**config.mk**
```make
export PLATFORM = sky130hd
export DESIGN_NAME = pwm_seq_chan
export DESIGN_NICKNAME = d
export VERILOG_FILES = /design/src/rtl/pwm_seq_pkg.sv /design/src/rtl/pwm_seq_dp.sv /design/src/rtl/pwm_seq_ctrl.sv /design/src/rtl/pwm_seq_chan.sv
export SDC_FILE = /design/constraint.sdc
export NUM_CORES = 1
export LEC_CHECK = 0
export BUFFER_PORTS_ARGS = -buffer_cell sky130_fd_sc_hd__buf_2
export CORE_MARGIN = 10
export CORE_UTILIZATION = 60
export DETAILED_ROUTE_END_ITERATION = 10
export PLACE_DENSITY = 0.83
export SETUP_SLACK_MARGIN = 0.4
export SLEW_MARGIN = 20
export SYNTH_ARGS = -nofsm -noshare
export SYNTH_HDL_FRONTEND = slang
export SYNTH_SLANG_ARGS = --single-unit
export TNS_END_PERCENT = 20
```
**constraint.sdc**
```tcl
create_clock -name clk -period 5.9 [get_ports clk]
set_input_delay 0.59 -clock clk [delete_from_list [all_inputs] [get_ports clk]]
set_output_delay 0.59 -clock clk [all_outputs]
set_load 0.1 [all_outputs]
```
**src/rtl/pwm_seq_pkg.sv**
```systemverilog
`timescale 1ns/1ps
package pwm_seq_pkg;
  localparam int LVL_W  = 8;
  localparam int WORD_W = 16;

  typedef enum logic [2:0] {
    K_GOTO, K_OFF, K_ON, K_LOAD, K_RAMP
  } instrKind_t;

  typedef struct packed {
    logic             levelLoad;
    logic [LVL_W-1:0] loadVal;
    logic             stepUp;
    logic             stepDn;
    logic             forceOff;
    logic             forceOn;
    logic             forceClr;
  } ctlStb_t;

  function automatic instrKind_t classify(input logic [WORD_W-1:0] w, input logic loadEn);
    if (w == 16'h0000)                                     return K_GOTO;
    else if (w == 16'h007F)                                return K_OFF;
    else if (w == 16'h00FF)                                return K_ON;
    else if (w[15] && w[13])                               return K_GOTO;
    else if (loadEn && w[14] && !w[15] && w[13:8] == '0)   return K_LOAD;
    else                                                   return K_RAMP;
  endfunction
endpackage

```
**src/rtl/pwm_seq_dp.sv**
```systemverilog
`timescale 1ns/1ps
module pwm_seq_dp
  import pwm_seq_pkg::*;
#(
  parameter int DEPTH  = 64,
  localparam int ADDR_W = $clog2(DEPTH),
  localparam int PTR_W  = ADDR_W + 1
) (
  input  logic               clk,
  input  logic               rstN,
  input  logic               chanEn,
  input  logic               tickIn,
  input  logic               wrValid,
  input  logic [7:0]         wrByte,
  input  logic [ADDR_W-1:0]  pc,
  input  ctlStb_t            stb,
  output logic [WORD_W-1:0]  instr,
  output logic [PTR_W-1:0]   progLen,
  output logic [PTR_W-1:0]   wrPtr,
  output logic [LVL_W-1:0]   levelQ,
  output logic               forceOnQ,
  output logic               forceOffQ,
  output logic               pwmOut
);
  localparam logic [PTR_W-1:0] DEPTH_P = PTR_W'(DEPTH);

  logic [WORD_W-1:0] progMem [DEPTH];
  logic [7:0]        hiByteQ;
  logic              hiValidQ;
  logic              enQ;
  logic [LVL_W-1:0]  pwmCntQ;
  logic              disEdge;
  logic              wordWr;

  assign disEdge = enQ && !chanEn;
  assign wordWr  = !disEdge && wrValid && !chanEn && hiValidQ && (wrPtr < DEPTH_P);

  // byte pairing and write address
  always_ff @(posedge clk or negedge rstN) begin
    if (!rstN) begin
      enQ      <= 1'b0;
      hiByteQ  <= '0;
      hiValidQ <= 1'b0;
      wrPtr    <= '0;
      progLen  <= '0;
    end else begin
      enQ <= chanEn;
      if (disEdge) begin
        wrPtr    <= '0;
        hiValidQ <= 1'b0;
      end else if (wrValid && !chanEn) begin
        if (!hiValidQ) begin
          hiByteQ  <= wrByte;
          hiValidQ <= 1'b1;
        end else begin
          hiValidQ <= 1'b0;
          if (wrPtr < DEPTH_P) begin
            wrPtr   <= wrPtr + 1'b1;
            progLen <= wrPtr + 1'b1;
          end
        end
      end
    end
  end

  always_ff @(posedge clk) begin
    if (wordWr) progMem[wrPtr[ADDR_W-1:0]] <= {hiByteQ, wrByte};
  end

  assign instr = progMem[pc];

  // duty level with saturation
  always_ff @(posedge clk or negedge rstN) begin
    if (!rstN) begin
      levelQ <= '0;
    end else if (stb.levelLoad) begin
      levelQ <= stb.loadVal;
    end else if (stb.stepUp && levelQ != '1) begin
      levelQ <= levelQ + 1'b1;
    end else if (stb.stepDn && levelQ != '0) begin
      levelQ <= levelQ - 1'b1;
    end
  end

  // forced states
  always_ff @(posedge clk or negedge rstN) begin
    if (!rstN) begin
      forceOnQ  <= 1'b0;
      forceOffQ <= 1'b0;
    end else if (stb.forceClr) begin
      forceOnQ  <= 1'b0;
      forceOffQ <= 1'b0;
    end else begin
      if (stb.forceOff) forceOffQ <= 1'b1;
      if (stb.forceOn)  forceOnQ  <= 1'b1;
    end
  end

  // free-running compare counter and output
  always_ff @(posedge clk or negedge rstN) begin
    if (!rstN) begin
      pwmCntQ <= '0;
      pwmOut  <= 1'b0;
    end else begin
      if (tickIn) pwmCntQ <= pwmCntQ + 1'b1;
      pwmOut <= chanEn && !forceOffQ && (forceOnQ || (levelQ >= pwmCntQ));
    end
  end
endmodule

```
**src/rtl/pwm_seq_ctrl.sv**
```systemverilog
`timescale 1ns/1ps
module pwm_seq_ctrl
  import pwm_seq_pkg::*;
#(
  parameter int DEPTH    = 64,
  parameter int FAST_DIV = 16,
  parameter int SLOW_DIV = 512,
  parameter bit LOAD_EN  = 1'b1,
  localparam int ADDR_W = $clog2(DEPTH),
  localparam int PTR_W  = ADDR_W + 1,
  localparam int TCNT_W = $clog2(SLOW_DIV * 63 + 1)
) (
  input  logic              clk,
  input  logic              rstN,
  input  logic              chanEn,
  input  logic              tickIn,
  input  logic [WORD_W-1:0] instr,
  input  logic [PTR_W-1:0]  progLen,
  output logic [ADDR_W-1:0] pc,
  output ctlStb_t           stb
);
  typedef enum logic [1:0] {S_IDLE, S_FETCH, S_RAMP, S_HALT} seqState_t;

  seqState_t         stateQ;
  logic [ADDR_W-1:0] pcQ;
  logic [6:0]        stepsLeftQ;
  logic              dirDnQ;
  logic [TCNT_W-1:0] tickCntQ;
  logic [TCNT_W-1:0] targetQ;

  instrKind_t        kind;
  logic              inRange;
  logic              stepDue;
  logic [5:0]        stEff;
  logic [TCNT_W-1:0] divSel;
  logic [TCNT_W-1:0] targetNew;

  assign kind      = classify(instr, LOAD_EN);
  assign inRange   = {1'b0, pcQ} < progLen;
  assign stEff     = (instr[13:8] == '0) ? 6'd1 : instr[13:8];
  assign divSel    = instr[14] ? TCNT_W'(SLOW_DIV) : TCNT_W'(FAST_DIV);
  assign targetNew = TCNT_W'(stEff) * divSel;
  assign stepDue   = (stateQ == S_RAMP) && tickIn && (tickCntQ == targetQ - 1'b1);
  assign pc        = pcQ;

  always_comb begin
    stb          = '0;
    stb.forceClr = !chanEn;
    stb.loadVal  = instr[LVL_W-1:0];
    if (chanEn && stateQ == S_FETCH && inRange) begin
      unique case (kind)
        K_OFF:   stb.forceOff  = 1'b1;
        K_ON:    stb.forceOn   = 1'b1;
        K_LOAD:  stb.levelLoad = 1'b1;
        default: ;
      endcase
    end
    if (chanEn && stepDue) begin
      stb.stepUp = !dirDnQ;
      stb.stepDn = dirDnQ;
    end
  end

  always_ff @(posedge clk or negedge rstN) begin
    if (!rstN) begin
      stateQ     <= S_IDLE;
      pcQ        <= '0;
      stepsLeftQ <= '0;
      dirDnQ     <= 1'b0;
      tickCntQ   <= '0;
      targetQ    <= '0;
    end else if (!chanEn) begin
      stateQ <= S_IDLE;
      pcQ    <= '0;
    end else begin
      unique case (stateQ)
        S_IDLE: stateQ <= S_FETCH;
        S_FETCH: begin
          if (!inRange) begin
            pcQ <= '0;
          end else begin
            unique case (kind)
              K_GOTO: pcQ <= '0;
              K_OFF, K_ON: stateQ <= S_HALT;
              K_LOAD: pcQ <= pcQ + 1'b1;
              default: begin
                if (instr[6:0] == '0) begin
                  pcQ <= pcQ + 1'b1;
                end else begin
                  stepsLeftQ <= instr[6:0];
                  dirDnQ     <= instr[7];
                  targetQ    <= targetNew;
                  tickCntQ   <= '0;
                  stateQ     <= S_RAMP;
                end
              end
            endcase
          end
        end
        S_RAMP: begin
          if (tickIn) begin
            if (stepDue) begin
              tickCntQ   <= '0;
              stepsLeftQ <= stepsLeftQ - 1'b1;
              if (stepsLeftQ == 7'd1) begin
                pcQ    <= pcQ + 1'b1;
                stateQ <= S_FETCH;
              end
            end else begin
              tickCntQ <= tickCntQ + 1'b1;
            end
          end
        end
        default: stateQ <= S_HALT;
      endcase
    end
  end
endmodule

```
**src/rtl/pwm_seq_chan.sv**
```systemverilog
`timescale 1ns/1ps
module pwm_seq_chan
  import pwm_seq_pkg::*;
#(
  parameter int DEPTH    = 64,
  parameter int FAST_DIV = 16,
  parameter int SLOW_DIV = 512,
  parameter bit LOAD_EN  = 1'b1,
  localparam int ADDR_W = $clog2(DEPTH),
  localparam int PTR_W  = ADDR_W + 1
) (
  input  logic       clk,
  input  logic       rstN,
  input  logic       chanEn,
  input  logic       tickIn,
  input  logic       wrValid,
  input  logic [7:0] wrByte,
  output logic       pwmOut,
  output logic [7:0] levelOut
);
  logic [WORD_W-1:0] instr;
  logic [PTR_W-1:0]  progLen;
  logic [PTR_W-1:0]  wrPtr;
  logic [ADDR_W-1:0] pc;
  logic              forceOnQ;
  logic              forceOffQ;
  ctlStb_t           ctlStb;

  pwm_seq_ctrl #(
    .DEPTH(DEPTH), .FAST_DIV(FAST_DIV), .SLOW_DIV(SLOW_DIV), .LOAD_EN(LOAD_EN)
  ) u_ctrl (
    .clk(clk), .rstN(rstN), .chanEn(chanEn), .tickIn(tickIn),
    .instr(instr), .progLen(progLen), .pc(pc), .stb(ctlStb)
  );

  pwm_seq_dp #(.DEPTH(DEPTH)) u_dp (
    .clk(clk), .rstN(rstN), .chanEn(chanEn), .tickIn(tickIn),
    .wrValid(wrValid), .wrByte(wrByte), .pc(pc), .stb(ctlStb),
    .instr(instr), .progLen(progLen), .wrPtr(wrPtr), .levelQ(levelOut),
    .forceOnQ(forceOnQ), .forceOffQ(forceOffQ), .pwmOut(pwmOut)
  );
endmodule

```
==> impl_metrics.yaml <==
sta:
  max-slew-margin-rel_pct: 18.4
  hold_viol: 15
  final.setup.tns_ns: 0
  worst_slew_pin_slew_ns: 1.21
  worst_hold_slack_ns: -0.0342
  period_share_pct: 90.1
  fin_worst_skew_ns: 0.0245
  fmax_ghz: 0.188
  slew_violations: 0
  rsz0062_at_grt: "no"
  fin_crit_ns: 5.31
  final-setup-viol-count: 0
run_status:
  outcome: "finished, violations left"
  violations: "negative hold slack"
floorplanning:
  rows: 100
  pin_count: 22
  initial_utilization_pct: 60.3
  die_w_um: 293
  die_h_um: 293
  core-area_um2: 74200
  die_area_um2: 85900
global_route:
  grt_max_degree: 86
  grt_pass1_wl_um: 176000
  antenna_found_initial: 1
  grt_pass1_vias: 25226
  gr-usage-all-layers_pct: 28.0
  overflow: 0
drt:
  wirelength_um: 119000
  wire_per_inst_um: 33.9
  vias: 25126
  dr.pass1.iters: 7
  drt-initial-drc-count: 4402
  viasPerCell: 7.14
  drcViolationCount: 0
  ant_nets: 0
worst_setup_path:
  required_ns: 6.46
  arrival_ns: 5.87
  crit_path_end_kind: "flip-flop"
  crit_type: "flip-flop to flip-flop"
  r2r_slack_ns: 0.59
  worst_setup_path_start_kind: "flip-flop"
  path_max_fanout: 46
cts:
  cts_setup_buffers: 0
  cts_tree: "done"
  cts_sinks: 1109
  worstSkewPairLatency_ns: 0.68
  cts_buffer_depth: 3
  ctsHtreeMaxLevel: 3
  path_clk_slew_ns: 0.06
  cts_buffers: 105
  cts_root_buf: "clkbuf_16"
logic_synthesis:
  synth_top_cell_by_area: "edfxtp_1"
  synthFlopType: "edfxtp_1"
  avgSynthCellArea_um2: 19.2
  ys_types: 88
  synth.most_common_cell: "edfxtp_1"
  netlist_instances: 2329
  synth_edf_count: 1024
  synth_common_cells: "edfxtp_1, mux4_2, nor2_1"
  async_flop_share_pct: 7.66
  ys_warn_count: 0
  ys_top_cells_by_area: "edfxtp_1, mux4_2, dfrtp_1"
  yosys_register_bits: 1109
  synth_nets: 2374
  syn_area_um2: 44800
  yosysSeqAreaShare_pct: 73.4
  yosys.area.top_type_share_pct: 68.7
cells_and_area:
  multiInputGateArea_um2: 11100
  drive_above_1_share_pct: 23.6
  syn_to_final_growth_pct: 11.5
  fin_nets: 2505
  seq_area_um2: 32900
  fillers: 4406
pwr:
  p_per_area_nw_per_um2: 420
  power.internal_mw: 14.7
  ir_worst_vdd_mv: 0.269
  pwr-share-clk_pct: 31.8
  swShare_pct: 29.7
  p_leak_nw: 16.3
  sequentialPowerShare_pct: 46.1
  p_sw_mw: 6.23
  p_comb_share_pct: 22.1
placement:
  gp_congestion: 0.964
  dp_hpwl_um: 67200
  portBuffers: 21
worst_hold_path:
  hold_path_class: "primary input to async pin"
flow_run:
  max-cap-violations: 0
## power by group through the flow
stage | sequential [mW] | clock (mW) | combinational (mW)
floorplan | 9.54 | 0 | 3.26
global placement | 9.75 | 0 | 4.34
detailed placement | 9.80 | 0 | 4.45
CTS | 9.64 | 6.70 | 4.56
global route | 9.70 | 7.01 | 4.88
finish | 9.67 | 6.66 | 4.64
## placed cells by master, fill, tap and decap left out, types with 11 or more instances in the layout
| cell type | n |
|---|---|
| and3_1 | 16 |
| xor2_1 | 11 |
| buf_4 | 122 |
| xnor2_1 | 21 |
| clkbuf_16 | 108 |
| nand2_1 | 87 |
| o2bb2ai_1 | 12 |
| clkinv_2 | 21 |
| a31oi_1 | 11 |
| o22ai_1 | 12 |
| mux2_2 | 11 |
| nor2_1 | 110 |
| mux4_2 | 250 |
| dfrtp_4 | 11 |
| ha_1 | 31 |
| a22oi_1 | 62 |
| edfxtp_1 | 1024 |
| a21oi_1 | 72 |
| o221ai_1 | 14 |
| a21o_1 | 15 |
| nand2b_1 | 13 |
| and2_1 | 17 |
| nor3_1 | 12 |
| inv_1 | 37 |
| clkinv_1 | 23 |
| nor2b_1 | 17 |
| buf_2 | 14 |
| clkbuf_1 | 22 |
| nand3_1 | 23 |
| o21ai_0 | 28 |
| mux2i_1 | 50 |
| dfrtp_1 | 74 |
## layout make-up
class	instances	area share, %
antenna	1	0.00501
clock buffer	132	5.64
clock inverter	62	1.15
inverter	42	0.316
multi-input combinational	1059	22.3
sequential	1109	66.0
tap	969	2.43
timing repair buffer	143	2.24
## worst max-delay path, cell delays in order (launching register included)
cell and delay (ns):
dfrtp_4 1.02, buf_4 0.33, buf_4 0.31, mux4_2 0.26
mux2i_1 0.12, a221oi_1 0.90, o22a_1 0.37, a21oi_2 0.14
a31oi_4 0.30, nand4_4 0.59, and2_1 0.43, o32a_1 0.36
## what timing repair did
item | CTS | global route
resized for setup | 0 | 1
hold buffers | 0 | 0
endpoints found under the setup margin | 0 | 13
## kinds of logic after synthesis
family | share of synthesized area (%)
multiplexers | 14.1
flip-flops | 73.4
AND/OR/NAND/NOR | 4.10
adder cells (fa/ha/maj) | 0.911
XOR/XNOR | 0.626
buffers and inverters | 1.83
AO/OA/AOI/OAI | 4.96
## path summary, 6_finish.rpt
| path | startpoint | endpoint | cells past startpoint |
|---|---|---|---|
| worst min register to register | u_dp.forceOffQ | u_dp.pwmOut | 1 |
| worst min-delay path | rstN | u_dp.pwmCntQ[6] | 1 |
| min in group clk | chanEn | u_dp.enQ | 1 |
| max in group asynchronous | rstN | u_dp.hiByteQ[1] | 1 |
| worst max-delay path | u_ctrl.pc[1] | u_ctrl.stepsLeftQ[3] | 11 |
| worst max register to register | u_ctrl.pc[1] | u_ctrl.stepsLeftQ[3] | 11 |
## per-layer routing
metal,global-route usage (%),up-vias,wire [µm],part of all wire [%]
met1,36.0,12674,40300,34
met2,43.6,2225,55900,47
met4,13.9,2,7310,6.1
met5,0,-,10,0.0084
met3,8.14,444,15800,13
li1,-,9781,-,-
## metrics by stage
stage	cells	setup WS [ns]	power [mW]	util (%)	cell area, µm²
2_1_floorplan	2329	1.36	12.8	-	44800
3_3_place_gp	3322	0.807	14.1	62.6	46500
3_5_place_dp	3322	0.632	14.3	62.6	46500
4_1_cts	3516	0.603	20.9	67.2	49900
5_1_grt	3516	0.434	21.6	67.3	49900
6_report	3517	0.587	21.0	67.3	49900
## sequential cells by signal (all words and copies together) (netlist names)
register and count:
u_dp.forceOffQ 1, u_ctrl.stateQ 2, u_ctrl.pc 6, u_dp.wrPtr 7, u_dp.forceOnQ 1, u_dp.levelQ 8
u_dp.pwmCntQ 8, u_ctrl.tickCntQ 15, u_dp.enQ 1, u_ctrl.targetQ 11, u_dp.hiValidQ 1, u_dp.progMem 1024
u_ctrl.stepsLeftQ 7, u_dp.pwmOut 1, u_dp.progLen 7, u_ctrl.dirDnQ 1, u_dp.hiByteQ 8
No activity file was read; power rests on OpenSTA's default activity.
